File: config.mk
export PLATFORM = sky130hd
export DESIGN_NAME = apre_decider
export DESIGN_NICKNAME = d
export VERILOG_FILES = /design/src/rtl/apre_decider.sv
export SDC_FILE = /design/constraint.sdc
export NUM_CORES = 1
export LEC_CHECK = 0
export ABC_CLOCK_PERIOD_IN_PS = 14600
export BUFFER_PORTS_ARGS = -buffer_cell sky130_fd_sc_hd__buf_2
export CAP_MARGIN = 20
export CORE_MARGIN = 10
export CORE_UTILIZATION = 59
export CTS_BUF_LIST = sky130_fd_sc_hd__clkbuf_16
export DETAILED_ROUTE_END_ITERATION = 10
export GPL_ROUTABILITY_DRIVEN = 0
export PLACE_DENSITY_LB_ADDON = 0.12
export SYNTH_ARGS = -nofsm -noshare
export SYNTH_HDL_FRONTEND = slang
export SYNTH_SLANG_ARGS = --single-unit
File: constraint.sdc
create_clock -name clk -period 14.6 [get_ports clk]
set_input_delay 4.38 -clock clk [delete_from_list [all_inputs] [get_ports clk]]
set_output_delay 4.38 -clock clk [all_outputs]
set_load 0.05 [all_outputs]
File: src/rtl/apre_decider.sv
module apre_decider #(
  parameter int NUM_BANKS = 8,
  parameter int ROW_W     = 14,
  parameter int QDEPTH    = 8,
  localparam int BANK_W   = $clog2(NUM_BANKS),
  localparam int SLOT_W   = $clog2(QDEPTH)
) (
  input  logic                      clk,
  input  logic                      rst_n,
  input  logic [1:0]                policy,
  input  logic                      act_valid,
  input  logic [BANK_W-1:0]         act_bank,
  input  logic [ROW_W-1:0]          act_row,
  input  logic                      issue_valid,
  input  logic [BANK_W-1:0]         issue_bank,
  input  logic [SLOT_W-1:0]         issue_slot,
  input  logic [QDEPTH-1:0]         q_valid,
  input  logic [QDEPTH*BANK_W-1:0]  q_bank,
  input  logic [QDEPTH*ROW_W-1:0]   q_row,
  output logic                      auto_pre
);

  logic [NUM_BANKS-1:0]       open_v;
  logic [ROW_W-1:0]           open_row [NUM_BANKS];
  logic [NUM_BANKS*ROW_W-1:0] open_row_flat;
  logic [QDEPTH-1:0]          same, hit;
  logic                       cur_open;
  logic [ROW_W-1:0]           cur_row;
  logic                       any_same, any_hit, decide;

  assign cur_open = open_v[issue_bank];
  assign cur_row  = open_row[issue_bank];

  for (genvar i = 0; i < QDEPTH; i++) begin : g_look
    assign same[i] = q_valid[i] && (issue_slot != SLOT_W'(i)) &&
                     (q_bank[i*BANK_W +: BANK_W] == issue_bank);
    assign hit[i]  = same[i] && cur_open && (q_row[i*ROW_W +: ROW_W] == cur_row);
  end

  assign any_same = |same;
  assign any_hit  = |hit;

  always_comb begin
    case (policy)
      2'd0:    decide = 1'b0;
      2'd1:    decide = any_same && !any_hit;
      2'd2:    decide = 1'b1;
      default: decide = !any_hit;
    endcase
  end

  assign auto_pre = issue_valid && decide;

  for (genvar b = 0; b < NUM_BANKS; b++) begin : g_bank
    logic set_b, clr_b;
    assign set_b = act_valid && (act_bank == BANK_W'(b));
    assign clr_b = auto_pre && (issue_bank == BANK_W'(b));
    always_ff @(posedge clk or negedge rst_n) begin
      if (!rst_n) begin
        open_v[b]   <= 1'b0;
        open_row[b] <= '0;
      end else if (set_b) begin
        open_v[b]   <= 1'b1;
        open_row[b] <= act_row;
      end else if (clr_b) begin
        open_v[b]   <= 1'b0;
      end
    end
    assign open_row_flat[b*ROW_W +: ROW_W] = open_row[b];
  end

endmodule

==> impl_metrics.env <==
export IMPL_status="completed"
export IMPL_internal_power_uw=837.1
export IMPL_power_uw=1184
export IMPL_yosys_warnings=0
export IMPL_grtUsageTotal_pct=25.53
export IMPL_rsz0062_at_grt="no"
export IMPL_drt_wl_total_um=23020
export IMPL_initial_utilization_pct=60.18
export IMPL_crit_arrival_ns=8.25
export IMPL_synth_seq_cells=120
export IMPL_p_switching_uw=347.3
export IMPL_grt_pass1_wl_um=35650
export IMPL_ios=174
export IMPL_tns_ns=0
export IMPL_finalHoldViolCount=0
export IMPL_critPathKind="input port to output pin"
export IMPL_via_per_inst=6.051
export IMPL_slew_headroom_pct=34.58
export IMPL_antenna_found_initial=1
export IMPL_clockPowerShare_pct=33.6
export IMPL_dpl_cell_count=962
export IMPL_cpMostUsedCell="buf_2"
export IMPL_layout_worst_path_cycle_share_pct=86.48
export IMPL_nets=983
export IMPL_dieArea_um2=17810
export IMPL_die_h_um=133.5
export IMPL_drv_cap=0
export IMPL_hpwl_um=16920
export IMPL_first_iter_violations=450
export IMPL_drive_gt1_share_pct=43.67
export IMPL_synthToLayoutAreaGrowth_pct=20.46
export IMPL_combinationalPowerShare_pct=28.5
export IMPL_die_w_um=133.5
export IMPL_vdd_drop_max_uv=122.9
export IMPL_yosysSeqAreaShare_pct=39.54
export IMPL_drc_errors=0
export IMPL_clkTransAtPathRegs_ns=0.05
export IMPL_max_freq_ghz=0.07920
export IMPL_first_pass_iters=6
export IMPL_total_leakage_power_uw=0.003913
export IMPL_avgSynthCellArea_um2=11.87
export IMPL_period_needed_ns=12.63
export IMPL_overflow=0
export IMPL_stdcell_count=995
export IMPL_postSynthCellCount=640
export IMPL_antenna_left=0
export IMPL_cp_required_ns=10.22
export IMPL_crit_chain="buf_2 > buf_4 > mux4_1 > mux2i_4 > xnor2_1 > nor2_1 > o2111ai_1 > o22ai_1 > o41ai_4 > nor2b_1 > buf_2"
export IMPL_path_depth=11
export IMPL_fp_coreArea_um2=12620
export IMPL_grt_pass1_vias=6360
export IMPL_clk_latency_ns=0.41
export IMPL_critPathBufInv=3
export IMPL_final_cell_mix="172 x buf_2, 124 x mux2_2, 120 x dfrtp_1"
export IMPL_synth_edf_count=0
export IMPL_core_rowCount=41
export IMPL_syn_cell_area_um2=7595
export IMPL_grt_max_degree=70
export IMPL_max_stage_delay_ns=0.67
export IMPL_p_sw_share_pct=29.32
export IMPL_ys_flop_type="dfrtp_1"
export IMPL_io_buffers=173
export IMPL_cts_root_buffer="clkbuf_16"
export IMPL_finalMaxSlewViolations=0
export IMPL_hold_depth=1
export IMPL_via_count=6021
export IMPL_tightest_slew_ns=0.9781
export IMPL_end_kind="output pin"
export IMPL_syn_nets=813
export IMPL_h_tree_depth=4
export IMPL_clock_sinks=120
export IMPL_r2r_cells=8
export IMPL_cts_hold_buffers=0
export IMPL_critical_path_startpoint_type="input port"
export IMPL_final_setup_viol_count=0
export IMPL_place_ws_ns=2.017
export IMPL_p_per_area_nw_per_um2=129.5
export IMPL_path_max_fanout=33
export IMPL_finClkSkew_ns=0.003754
export IMPL_cp_slowest_cell="mux4_1"
export IMPL_wl_per_cell_um=23.14
export IMPL_hold_class="register to register"
export IMPL_cts_buffers=17
export IMPL_fin_util_pct=72.50
export IMPL_clk_path_buf_depth=2
export IMPL_ys_async_sr_fraction_pct=100.0
export IMPL_cts_repair_resize_count=0
export IMPL_pwr_share_seq_pct=37.8
export IMPL_setup_slack_ns=1.974
export IMPL_final_common_cell="buf_2"
export IMPL_cts_setup_buffers=0
export IMPL_tritoncts="yes"
export IMPL_cp_top_family="buffers and inverters"
export IMPL_synth_cell_types=62
==> final cells by class <==
cell class / instances / area (µm²)
diodes: 1 / 2.502
clock buffers: 17 / 425.4
clock inverters: 14 / 140.1
fillers: 923 / 3471
inverters: 5 / 18.77
multi-input cells: 485 / 4404
flip-flops and latches: 120 / 3003
well taps: 172 / 215.2
repair buffers: 181 / 939.7
==> path summary, 6_finish.rpt <==
path	startpoint	end	slack, ns
worst max-delay path	issue_bank[1]	auto_pre	1.97
worst min-delay path	open_row[95]	open_row[95]	0.50
worst max register to register	open_row[68]	open_v[2]	11.58
worst min register to register	open_row[95]	open_row[95]	0.50
max in group asynchronous	rst_n	open_row[48]	9.32
min in group asynchronous	rst_n	open_row[37]	4.00
==> through the flow <==
step                      hold slack (ns)  instance area, µm²
final                              0.4969                9149
after global routing               0.5064                9149
after CTS                          0.5006                9135
after detailed placement           0.4873                8569
after global placement             0.4790                8554
after floorplan                    0.4704                7595
==> sequential cells by signal (all words and copies together) (netlist names) <==
signal,flops
open_row,112
open_v,8
==> power by group through the flow <==
stage	clock [µW]	sequential (µW)	combinational, µW
final	398	448	338
after global routing	419	455	365
after CTS	402	447	337
after detailed placement	0	449	333
after global placement	0	444	324
after floorplan	0	436	248
==> synthesized netlist by cell type, drive strengths merged (3+ instances only) <==
master	n	area share [%]
nand2b	6	0.49
a2111oi	8	0.92
nor4	11	0.99
nor3b	4	0.40
a221oi	4	1.2
nand3b	3	0.30
buf	19	2.0
nand2	10	0.49
clkbuf	11	0.54
o21ai	7	0.51
a2bb2oi	4	0.46
mux2	124	18
nor2b	13	1.1
o22ai	11	0.99
mux4	10	3.2
dfrtp	120	40
nand4	16	1.4
inv	3	0.15
nor3	17	1.1
xnor2	72	8.3
nor4b	6	0.69
xor2	59	6.8
or2	3	0.25
nor2	29	1.5
mux2i	24	3.9
a21oi	10	0.71
nand3	11	0.79
==> metal layers <==
| layer | vias to the layer above | wire length (µm) | GRT usage (%) |
|---|---|---|---|
| li1 | 2693 | - | - |
| met1 | 2986 | 8905 | 29.41 |
| met2 | 298 | 11560 | 43.58 |
| met3 | 44 | 1882 | 7.068 |
| met4 | 0 | 672 | 10.88 |
| met5 | - | 0 | 0 |
==> cells by family after synthesis <==
group	after synthesis	share of synthesized area, %
mux	158	25.47
compound gates	64	7.282
flops	120	39.54
buf+inv	35	2.768
simple gates	132	9.835
xor+xnor	131	15.11
No activity file was read; power rests on OpenSTA's default activity.
